==> config.mk <==
export PLATFORM = sky130hd
export DESIGN_NAME = opix_serializer
export DESIGN_NICKNAME = d
export VERILOG_FILES = /design/src/rtl/opix_pkg.sv /design/src/rtl/opix_decode.sv /design/src/rtl/opix_shifter.sv /design/src/rtl/opix_gray.sv /design/src/rtl/opix_serializer.sv
export SDC_FILE = /design/constraint.sdc
export NUM_CORES = 1
export LEC_CHECK = 0
export BUFFER_PORTS_ARGS = -buffer_cell sky130_fd_sc_hd__buf_4
export CAP_MARGIN = 20
export CORE_AREA = 2 2 39 41
export CTS_CLUSTER_DIAMETER = 50
export DETAILED_ROUTE_END_ITERATION = 8
export DIE_AREA = 0 0 41 43
export PLACE_DENSITY = 0.42
export SETUP_SLACK_MARGIN = 0.5
export SYNTH_ARGS = -nofsm -noshare
export SYNTH_HDL_FRONTEND = slang
export SYNTH_SLANG_ARGS = --single-unit
==> constraint.sdc <==
create_clock -name clk -period 2.2 [get_ports clk]
set_clock_uncertainty 0.2 [all_clocks]
set_input_delay 0.11 -clock clk [delete_from_list [all_inputs] [get_ports clk]]
set_output_delay 0.11 -clock clk [all_outputs]
set_load 0.005 [all_outputs]
==> src/rtl/opix_pkg.sv <==
package opix_pkg;

  typedef enum int {
    OPX_BITMAP = 0,
    OPX_TEXT   = 1,
    OPX_GRAY   = 2
  } opx_mode_e;

  function automatic int unsigned opx_sep_dots(input int mode);
    return (mode == OPX_TEXT) ? 1 : 0;
  endfunction

endpackage

==> src/rtl/opix_decode.sv <==
module opix_decode #(
  parameter int unsigned BUS_W   = 8,
  parameter int unsigned PAY_W   = 5,
  parameter int unsigned PAY_LSB = 3,
  parameter logic [BUS_W-1:0] EXCL_A = 8'hCB,
  parameter logic [BUS_W-1:0] EXCL_B = 8'hDB
) (
  input  logic [BUS_W-1:0] bus,
  input  logic             fetch,
  output logic [PAY_W-1:0] payload
);

  logic tag_ok;
  logic excluded;
  logic take;

  always_comb begin
    tag_ok   = &bus[1:0];
    excluded = (bus == EXCL_A) || (bus == EXCL_B);
    take     = fetch && tag_ok && !excluded;
    payload  = take ? bus[PAY_LSB +: PAY_W] : '0;
  end

endmodule

==> src/rtl/opix_shifter.sv <==
module opix_shifter #(
  parameter int unsigned PAY_W     = 5,
  parameter int unsigned SEP_W     = 0,
  parameter int unsigned LVL_W     = 5,
  parameter logic [LVL_W-1:0] LVL_ON  = 5'd31,
  parameter logic [LVL_W-1:0] LVL_OFF = 5'd1
) (
  input  logic             clk,
  input  logic             rst,
  input  logic             load,
  input  logic [PAY_W-1:0] payload,
  output logic             pix,
  output logic [LVL_W-1:0] level,
  output logic             blank
);

  localparam int unsigned GRP_W = PAY_W + SEP_W;

  logic [GRP_W-1:0] sh_q;
  logic [GRP_W-1:0] sh_d;
  logic [GRP_W-1:0] group;

  generate
    if (SEP_W > 0) begin : g_sep
      assign group = {payload, {SEP_W{1'b0}}};
    end else begin : g_nosep
      assign group = payload;
    end
  endgenerate

  always_comb begin
    if (load) sh_d = group;
    else      sh_d = {sh_q[GRP_W-2:0], 1'b0};
  end

  always_ff @(posedge clk) begin
    if (rst) begin
      sh_q  <= '0;
      level <= LVL_OFF;
    end else begin
      sh_q  <= sh_d;
      level <= sh_d[GRP_W-1] ? LVL_ON : LVL_OFF;
    end
  end

  assign pix   = sh_q[GRP_W-1];
  assign blank = 1'b0;

endmodule

==> src/rtl/opix_gray.sv <==
module opix_gray #(
  parameter int unsigned PAY_W = 5
) (
  input  logic             clk,
  input  logic             rst,
  input  logic             load,
  input  logic [PAY_W-1:0] payload,
  output logic             pix,
  output logic [PAY_W-1:0] level,
  output logic             blank
);

  always_ff @(posedge clk) begin
    if (rst) begin
      level <= '0;
      blank <= 1'b1;
      pix   <= 1'b0;
    end else if (load) begin
      level <= payload;
      blank <= (payload == '0);
      pix   <= |payload;
    end
  end

endmodule

==> src/rtl/opix_serializer.sv <==
module opix_serializer
  import opix_pkg::*;
#(
  parameter int          MODE    = OPX_BITMAP,
  parameter int unsigned BUS_W   = 8,
  parameter int unsigned PAY_W   = 5,
  parameter int unsigned PAY_LSB = 3
) (
  input  logic             clk,
  input  logic             rst,
  input  logic [BUS_W-1:0] cpu_data,
  input  logic             cpu_sync,
  input  logic             cyc_stb,
  output logic             pix_out,
  output logic [PAY_W-1:0] level,
  output logic             blank
);

  localparam int unsigned SEP_W = opx_sep_dots(MODE);
  localparam logic [PAY_W-1:0] LVL_ON  = '1;
  localparam logic [PAY_W-1:0] LVL_OFF = PAY_W'(1);

  logic [PAY_W-1:0] payload;

  opix_decode #(
    .BUS_W  (BUS_W),
    .PAY_W  (PAY_W),
    .PAY_LSB(PAY_LSB)
  ) u_decode (
    .bus    (cpu_data),
    .fetch  (cpu_sync),
    .payload(payload)
  );

  generate
    if (MODE == OPX_GRAY) begin : g_gray
      opix_gray #(
        .PAY_W(PAY_W)
      ) u_gray (
        .clk    (clk),
        .rst    (rst),
        .load   (cyc_stb),
        .payload(payload),
        .pix    (pix_out),
        .level  (level),
        .blank  (blank)
      );
    end else begin : g_shift
      opix_shifter #(
        .PAY_W  (PAY_W),
        .SEP_W  (SEP_W),
        .LVL_W  (PAY_W),
        .LVL_ON (LVL_ON),
        .LVL_OFF(LVL_OFF)
      ) u_shift (
        .clk    (clk),
        .rst    (rst),
        .load   (cyc_stb),
        .payload(payload),
        .pix    (pix_out),
        .level  (level),
        .blank  (blank)
      );
    end
  endgenerate

endmodule

# Word-level counts from Yosys, hierarchy flattened
# Cells that the tools add are included.
[op_classes]
eq_ne = 2
muxes = 3
n_reduce_logical = 6
bitwise_logic = 2
[ops]
columns = ["cell", "n"]
rows = [
  ["$eq A8 B8 Y1 const B", 2],
  ["$mux W5", 3],
  ["$reduce_or A3 Y1", 1],
  ["$logic_and A1 B1 Y1", 2],
  ["$not A1 Y1", 2],
  ["$reduce_and A2 Y1", 1],
  ["$logic_not A1 Y1", 1],
  ["$logic_or A1 B1 Y1", 1],
]
[totals]
out_inout_bits = 7
regBits = 10
word_cells = 16

# Longest topological paths before layout
# Gate-level depths: netlist of the first run.
[depth]
depth_word = 7
ltp_mapped = 3

# Modules after synthesis
# From an unflattened synthesis of the first run, not the netlist that was laid out.
[unflattened]
cells_unflattened = 33
hier_area_um2 = 297.8
[modules_own_cells]
columns = ["mod", "n_inst", "cells_per_inst", "area_each_um2"]
rows = [
  ["opix_shifter", 1, 23, 229.0],
  ["opix_decode", 1, 10, 68.8],
]

# Least setup slack after synthesis of the first run
# Ideal clock, no wire load.
[synth_timing]
kind = "input -> register"
startpoint = "input port cpu_data[2]"
endpoint = "register g_shift.u_shift.sh_q[1]"
t_required_ns = 1.883
path_stages = 3
setup_slack_ns = 1.217
setup_time_ns = 0.117
t_arrival_ns = 0.665
path_cell_list = "nor3b_2 nand3_1 a32o_1"
[synth_via]
elab_chain_len = 6
[synth_rtl]
columns = ["item", "line", "rtl"]
rows = [
  ["from (decl)", "opix_serializer.sv:11", "input logic [BUS_W-1:0] cpu_data,"],
  ["$eq A8 B8 Y1", "opix_decode.sv:19", "excluded = (bus == EXCL_A) || (bus == EXCL_B);"],
  ["$logic_or A1 B1 Y1 (*)", "opix_decode.sv:19", ""],
  ["$logic_not A1 Y1 (*)", "opix_decode.sv:20", "take = fetch && tag_ok && !excluded;"],
  ["$logic_and A1 B1 Y1 (*)", "opix_decode.sv:20", ""],
  ["$mux W5 (*)", "opix_decode.sv:21", "payload = take ? bus[PAY_LSB +: PAY_W] : '0;"],
  ["$mux W5 (*)", "opix_shifter.sv:32", "if (load) sh_d = group;"],
  ["to (signal assigned)", "opix_shifter.sv:38", "sh_q <= '0;"],
  ["to (signal assigned)", "opix_shifter.sv:41", "sh_q <= sh_d;"],
  ["to (decl)", "opix_shifter.sv:19", "logic [GRP_W-1:0] sh_q;"],
]
# Every way passes the cells marked *; elsewhere a longest branch is shown, timed or not.
# A chain may end at the register's enable or synchronous reset.

# Worst setup path in the final report of the first run
[layout_timing]
startpoint = "input port cpu_data[3]"
endpoint = "register g_shift.u_shift.sh_q[1]"
# The elaborated chain is that of the path after synthesis.

==> run metrics, run 1 <==
Avg Inst Size Synth 9.07 µm²; Sw Share 0.209; fin. max-slew vios 0; Mapped Area between 200 and 300 µm²; total CTS buffers 3; CTS-repair resized insts 0; CTS root buf clkbuf_4; final hold viol count 0; status complete, no violations; ys async rst share 0; Vias 258; antenna violations before repair 0; iteration count of the initial detailed-routing pass 4; Final #Nets 60; Seq/Total Area, Yosys 0.394; CP Data Required Time about 2100 ps; global-route wire length before repair a little over 900 µm; Starting Density 0.184; Mapped Cells 28; # H-tree levels 1; crit path max fanout 3; top post-synthesis cells by area dfxtp_1 (39%), buf_4 (18%), a32o_1 (12%), nor3b_2 (4.9%), nand2_1 (4.4%); Worst Hold Class in2reg; Post-Synth Adder-Cell Area 0; vias per inst 4.10; CTS Hold Bufs 5; top sig layer met3; Sink Count 5; post-synthesis xor/xnor area fraction 0; maximum clock frequency roughly 0.71 GHz; RSZ-0062 raised after global routing false; # diodes 0; synth unique cells 12; DRC Markers 0; EDFF count, synth 0; Net Count, Synth 40; met1 WL slightly below 200 µm; final wirelength around 580 µm; post-place setup slack around 1000 ps; Int Pwr 0.184 mW; leading area contributor after synthesis dfxtp_1; Max-Cap Viols 0; Comb pwr share 0.151; Power, Total 0.232 mW; count leader, synth buf_4; Final ANT Viol Nets 0; critical path class in2reg; initial DRC count 4; layout cells sized above 1 0.468; CORE AREA 1380 µm²; Die Y around 43 µm; Post-synth top cells buf_4 (6), dfxtp_1 (5), a32o_1 (3), nand2_1 (3); Final WS setup 791 ps; routed len/inst roughly 9.2 µm; Sw Pwr 0.0485 mW; die area 1760 µm²; multiplexer area fraction after synthesis 0; #FFs+latches synth 5; met2 WL around 270 µm; largest net degree at the start of global routing 6; I/O Buffers 16; period utilisation layout 0.641; CTS tree yes; Die W 41 µm; clock slew at reported path FFs around 40 ps; Final min period 1410 ps; total track usage 0.0853; CP Launch Type primary input; synth warn 0; Critical Path AT 1340 ps; final setup violation count 0; VDD IR max 0.147 mV; buffers from clock root to sink, at most 2; vias in the first global route roughly 230; Synth Area in Compound Gates 0.153; Post-CTS Setup Bufs 0; Crit. End Element flip-flop; RePlAce Congestion 0.710; ys flop type dfxtp_1; Clk pwr share 0.450; P_leak 0.196 nW; Yosys top cell area share 0.394; Area Growth Syn to Fin 67.5%; Post-Synth Simple-Gate Area 0.232; Seq pwr share 0.399; WL met3 108 µm; GR Overflow Total 0; Pwr Density 546 nW/µm²; post-DP HPWL 476 µm; clk_lat worst skew 240 ps; main combinational cell family by area after synthesis simple AND/OR/NAND/NOR gates; Setup TNS 0 ps; I/O pin count 19; cell row count 14
==> sequential cells by signal, indices dropped and copies added, names as in the netlist <==
register / flops
g_shift.u_shift.level: 1
g_shift.u_shift.sh_q: 4
==> per-stage QoR <==
step           std cells  hold WS (ps)   util  cell area [µm²]
3_5_place_dp          54          96.1  0.252              349
6_report              63          30.7  0.307              425
3_3_place_gp          54           101  0.252              349
2_1_floorplan         28         -17.6      -              254
4_1_cts               63          29.3  0.307              425
5_1_grt               63          32.3  0.307              425
==> routing by layer <==
layer,vias to the layer above,global-route usage
met5,-,0
met4,0,0.100
met3,0,0.0576
met2,21,0.119
met1,110,0.0675
li1,127,-
==> power groups by stage <==
| stage | Sequential (mW) | Combinational (mW) | Clock [mW] |
|---|---|---|---|
| 2_1_floorplan | 0.0942 | 0.0115 | 0 |
| 3_3_place_gp | 0.0943 | 0.0278 | 0 |
| 3_5_place_dp | 0.0943 | 0.0283 | 0 |
| 4_1_cts | 0.0927 | 0.0356 | 0.111 |
| 5_1_grt | 0.0925 | 0.0385 | 0.121 |
| 6_report | 0.0927 | 0.0350 | 0.105 |
==> critical path, stage by stage <==
cell and delay (ps):
dlygate4sd3_1 520, buf_4 100, nor3b_2 210, nand3_1 130, a32o_1 270
==> cell usage in the layout (no fill, tap or decap), drive strengths merged <==
cell type    count
buf             16
dfxtp            5
dlygate4sd3      5
clkbuf           4
nand2            3
a32o             3
nand3            2
nor2             2
conb             2
inv              1
nor3             1
nor3b            1
and3             1
a2bb2oi          1
==> cell type report <==
class,count,area [µm²]
fill,152,958
timing repair buffer,21,170
multi-input combinational,16,105
sequential,5,100
clock buffer,4,26.3
tap,16,20.0
inverter,1,3.75
==> path summary, 6_finish.rpt <==
kind / to / slack (ps) / cells past startpoint / from
worst max-delay path: g_shift.u_shift.sh_q[1]$_SDFF_PP0_ / 790 / 5 / cpu_data[3]
worst min-delay path: g_shift.u_shift.sh_q[2]$_SDFF_PP0_ / 30 / 4 / cpu_data[5]
worst max register to register: g_shift.u_shift.sh_q[1]$_SDFF_PP0_ / 1390 / 1 / g_shift.u_shift.sh_q[0]$_SDFF_PP0_
worst min register to register: g_shift.u_shift.level[3]$_SDFF_PP0_ / 240 / 1 / g_shift.u_shift.sh_q[3]$_SDFF_PP0_
==> cells by family (layout without fill, tap and decap cells) <==
logic type	after synthesis	in the layout
AND/OR/NAND/NOR	10	10
other	2	2
flip-flops	5	5
buffers and inverters	7	26
AO/OA/AOI/OAI	4	4
Power figures use the tool's default switching activity.
==> inputs of run 2 (changes only) <==
Settings changed: PLACE_DENSITY 0.42 to 0.44.
Clock period 2.2 ns to 1.2 ns, I/O delays scaled along.
==> run 2 against run 1 <==
  * The run now ends with hold timing left
  * Combinational power increased by 92%
  * Global-route usage decreased by 1.4 points
  * Clock power increased by 85%
  * Sequential share of layout area increased by 0.82 points
  * Final area increased by 1.5%
  * Die area unchanged
  * First-iteration DRC count increased by 50%
  * Sequential power increased by 81%
  * Via count decreased by 3.9%
  * Total power increased by 85%
  * Final cell count decreased by 7.9%
  * Worst hold slack got worse by 220 ps
  * Largest cell class is now multi-input gates
==> run metrics, run 2 (synthesized netlist as in run 1, its figures left out) <==
RSZ-0062 raised after global routing true; Post-CTS Setup Bufs 0 (unchanged); Sink Count 5 (unchanged); vias in the first global route 202 (-13%); iteration count of the initial detailed-routing pass 4 (unchanged); RePlAce Congestion 0.681 (-4.1%); Area Growth Syn to Fin 70.0%; Final min period 978 ps; CP cell instances buf_4; grt met2 use 0.100 (-0.0187); antenna violations before repair 0 (unchanged); Setup TNS 0 ps (unchanged); critical path class reg2out; most common cell after layout, fill and taps aside buf_4; CTS tree yes; CP Data Required Time 940 ps (-1190 ps); layout cells sized above 1 0.643 (+0.175); final setup violation count 0 (unchanged); CTS root buf clkbuf_4; # diodes 0 (unchanged); VDD IR max 0.529 mV (+260%); Final Cell Area 432 µm² (+1.5%); most frequent cells in the layout buf_4 (14), nand2_1 (3), a32o_1 (3), clkbuf_4 (3), dfxtp_1 (3); Pwr Density 995 nW/µm² (+82%); GR peak layer met2; Die Y 43 µm (unchanged); crit-path max cell delay 350 ps (-170 ps); CP Launch Type flip-flop; P_leak 0.188 nW (-4.0%); Crit-path slowest cell dfxtp_4; Final WS setup 222 ps (-569 ps); met3 usage 0.0785 (+0.0209); routed len/inst 9.78 µm (+6.7%); final wirelength 567 µm (-1.7%); failing checks hold timing; status finished with violations; I/O Buffers 16 (unchanged); vias per inst 4.28 (+4.4%); clk_lat worst skew 240 ps (about the same); clock slew at reported path FFs 40 ps (about the same); Max-Cap Viols 0 (unchanged); I/O pin count 19 (unchanged); crit path max fanout 5 (+2); initial DRC count 6 (+2); Critical Path AT 720 ps (-620 ps); period utilisation layout 0.815; flip-flop count of the largest register after layout 4 (unchanged); Buf/Inv on CP 1 (-1); Vias 248 (-3.9%); CP top delay family flip-flops; die area 1760 µm² (unchanged); largest registers g_shift.u_shift.sh_q: 4 flops, g_shift.u_shift.level: 1 flops; global-route wire length before repair 731 µm (-20%); Final #Nets 55 (-8.3%); buffers from clock root to sink, at most 2 (unchanged); total track usage 0.0712 (-0.0141); CORE AREA 1380 µm² (unchanged); dpl cell area 359 µm² (+2.9%); post-place setup slack 121 ps (-899 ps); Crit. End Element output pin; Worst Hold Class in2reg; total CTS buffers 3 (unchanged); post-DP HPWL 470 µm (-1.2%); GR Overflow Total 0 (unchanged); Global Route met1 Usage 0.0577 (-0.00983); Final ANT Viol Nets 0 (unchanged); maximum clock frequency slightly above 1 GHz; final hold viol count 5 (+5); Hold WS -192 ps (-223 ps); DRC Markers 0 (unchanged); fin. max-slew vios 0 (unchanged); Most flops, register g_shift.u_shift.sh_q; # H-tree levels 1 (unchanged); Power, Total 0.429 mW (+85%); largest net degree at the start of global routing 6 (unchanged); Starting Density 0.184 (unchanged); cell row count 14 (unchanged); Die W 41 µm (unchanged)
## run 2: path summary, 6_finish.rpt
path                                  startpoint                             endpoint  slack, ps  depth (start not counted)
max          g_shift.u_shift.level[3]$_SDFF_PP0_                             level[3]        220                          1
min reg2reg   g_shift.u_shift.sh_q[3]$_SDFF_PP0_  g_shift.u_shift.level[3]$_SDFF_PP0_        240                          1
max reg2reg   g_shift.u_shift.sh_q[0]$_SDFF_PP0_   g_shift.u_shift.sh_q[1]$_SDFF_PP0_        390                          1
min                                          rst   g_shift.u_shift.sh_q[2]$_SDFF_PP0_       -190                          2
## run 2: per-stage QoR
step           utilization  std cells
6_report             0.312         58
5_1_grt              0.312         58
4_1_cts              0.297         58
3_5_place_dp         0.259         54
3_3_place_gp         0.259         54
2_1_floorplan            -         28
## run 2: timing repair
item,CTS,global route
setup endpoints to repair,10,10
pin swaps,6,3
gates resized for setup,6,4
hold endpoints to repair,5,5
## run 2: power breakdown
part           internal [mW]  switching (mW)
clock network          0.126          0.0684
registers              0.167         0.00110
logic                 0.0399          0.0273
total                  0.333          0.0968
## run 2: per-layer routing
layer	vias up	wire (µm)
li1	118	-
met1	111	222
met2	19	267
met3	0	77
met4	0	0
met5	-	0
## run 2: cell type report
cell class	count	area, µm²
Clock buffer	4	26.3
Tap cell	16	20.0
Inverter	1	3.75
Fill cell	147	952
Timing Repair Buffer	16	131
Sequential cell	5	105
Multi-Input combinational cell	16	145
==> inputs of run 3 (changes only) <==
Clock period 1.2 ns to 0.8 ns, I/O delays scaled along.
==> run 3 against run 2 <==
  * Largest cell class is now buffers
  * Count of clock-buffer cells in the layout did not move
  * Utilization up 1.3 points
  * Die area stayed put
  * Wire length fell by 0.88%
  * Clock power is 49% higher
  * Sequential power is 51% higher
  * Register-to-register slack got worse by 410 ps
  * Setup slack lost 370 ps
  * The flow finishes with violations (hold timing, setup timing)
==> run metrics, run 3 (synthesized netlist as in run 1, its figures left out) <==
vias in the first global route 243 (+20%); post-place setup slack -238 ps (-359 ps); Area Growth Syn to Fin 76.8%; Post-CTS Setup Bufs 0 (unchanged); final wirelength 562 µm (-0.88%); Final min period 948 ps; status finished with violations; Buf/Inv on CP 1 (unchanged); final setup violation count 7 (+7); vias per inst 4.08 (-4.5%); Seq pwr share 0.389 (-0.003); total CTS buffers 3 (unchanged); Sink Count 5 (unchanged); global-route wire length before repair 869 µm (+19%); CP Data Required Time 560 ps (-380 ps); Final ANT Viol Nets 0 (unchanged); Hold WS -215 ps (-23.5 ps); CP Launch Type flip-flop; Sw Share 0.222 (-0.00301); flip-flop count of the largest register after layout 4 (unchanged); Worst Hold Class in2reg; RSZ-0062 raised after global routing true; Die Y 43 µm (unchanged); layout cells sized above 1 0.705 (+0.0617); I/O Buffers 16 (unchanged); Int Pwr 0.505 mW (+52%); Pwr Density 1450 nW/µm² (+45%); buffers from clock root to sink, at most 2 (unchanged); clock slew at reported path FFs 50 ps (about the same); Final WS setup -148 ps (-370 ps); DRC Markers 0 (unchanged); most common cell after layout, fill and taps aside buf_4; routed len/inst 9.37 µm (-4.2%); Final #Nets 57 (+3.6%); CTS tree yes; dpl cell area 374 µm² (+4.2%); antenna violations before repair 0 (unchanged); Clk pwr share 0.445 (-0.007); Final Cell Area 449 µm² (+4.1%); final hold viol count 5 (unchanged); # diodes 0 (unchanged); iteration count of the initial detailed-routing pass 3 (-1); CTS root buf clkbuf_4; Vias 245 (-1.2%); Crit. End Element output pin; clk_lat worst skew 240 ps (about the same); fin. max-slew vios 0 (unchanged); Max-Cap Viols 0 (unchanged); die area 1760 µm² (unchanged); crit path max fanout 5 (unchanged); crit-path max cell delay 340 ps (about the same); Crit-path slowest cell dfxtp_4; critical path class reg2out; largest registers g_shift.u_shift.sh_q: 4 flops, g_shift.u_shift.level: 1 flops; VDD IR max 0.678 mV (+28%); I/O pin count 19 (unchanged); Sw Pwr 0.144 mW (+49%); most frequent cells in the layout buf_4 (16), nand2_1 (3), a32o_1 (3), clkbuf_4 (3), dfxtp_2 (3); CP top delay family flip-flops; period utilisation layout 1.19; P_leak 0.198 nW (+5.7%); failing checks hold timing, setup timing; CORE AREA 1380 µm² (unchanged); FILL cells 148 (+0.68%); initial DRC count 1 (-5); Comb pwr share 0.166 (+0.010); Die W 41 µm (unchanged); total track usage 0.0784 (+0.00718); # H-tree levels 1 (unchanged); Starting Density 0.184 (unchanged); CP cell instances buf_4; Most flops, register g_shift.u_shift.sh_q; Setup TNS -763 ps (-763 ps); largest net degree at the start of global routing 6 (unchanged); RePlAce Congestion 0.711 (+4.5%); Critical Path AT 710 ps (about the same); maximum clock frequency 1.05 GHz; GR Overflow Total 0 (unchanged); cell row count 14 (unchanged)
-- run 3: cell count changes in the layout (fill, tap and decap cells not counted), sizes merged --
cell,previous run,this run
buf,16,18
-- run 3: area by class of cell --
| type | instances | area [µm²] | share of cell area |
|---|---|---|---|
| sequential | 5 | 108 | 0.240 |
| timing repair buffer | 18 | 146 | 0.326 |
| clock buffer | 4 | 26.3 | 0.0585 |
| multi-input combinational | 16 | 145 | 0.323 |
| inverter | 1 | 3.75 | 0.00836 |
| tap | 16 | 20.0 | 0.0446 |
-- run 3: path summary, 6_finish.rpt --
| check | endpoint | slack (ps) | from | cells past startpoint |
|---|---|---|---|---|
| hold reg to reg | g_shift.u_shift.level[3]$_SDFF_PP0_ | 240 | g_shift.u_shift.sh_q[3]$_SDFF_PP0_ | 1 |
| setup / recovery | level[3] | -150 | g_shift.u_shift.level[3]$_SDFF_PP0_ | 1 |
| setup reg to reg | g_shift.u_shift.sh_q[3]$_SDFF_PP0_ | -20 | g_shift.u_shift.sh_q[2]$_SDFF_PP0_ | 1 |
| hold / removal | g_shift.u_shift.sh_q[2]$_SDFF_PP0_ | -220 | rst | 2 |
-- run 3: layer usage --
layer / global-route usage / up-vias / wire length (µm)
met4: 0.0600 / 0 / 0
met3: 0.0471 / 0 / 74
met2: 0.106 / 13 / 268
met1: 0.0839 / 109 / 219
li1: - / 123 / -
met5: 0 / - / 0
-- run 3: through the flow --
stage / util / hold WS [ps] / power, mW / instances
2_1_floorplan: - / -87.6 / 0.292 / 28
3_3_place_gp: 0.270 / 24.3 / 0.343 / 56
3_5_place_dp: 0.270 / 29.9 / 0.345 / 56
4_1_cts: 0.304 / -221 / 0.652 / 60
5_1_grt: 0.325 / -217 / 0.690 / 60
6_report: 0.325 / -215 / 0.649 / 60
-- run 3: timing repair --
item,CTS,global route
endpoints found under the hold margin,5,5
setup endpoints to repair,10,10
resized for setup,6,6
pin swaps,6,5
-- run 3: power by group through the flow --
| stage | clock network, mW | registers, mW | logic, mW |
|---|---|---|---|
| 5_1_grt | 0.321 | 0.253 | 0.116 |
| 4_1_cts | 0.304 | 0.252 | 0.0957 |
| 6_report | 0.289 | 0.253 | 0.107 |
| 3_5_place_dp | 0 | 0.257 | 0.0887 |
| 2_1_floorplan | 0 | 0.257 | 0.0351 |
| 3_3_place_gp | 0 | 0.257 | 0.0864 |
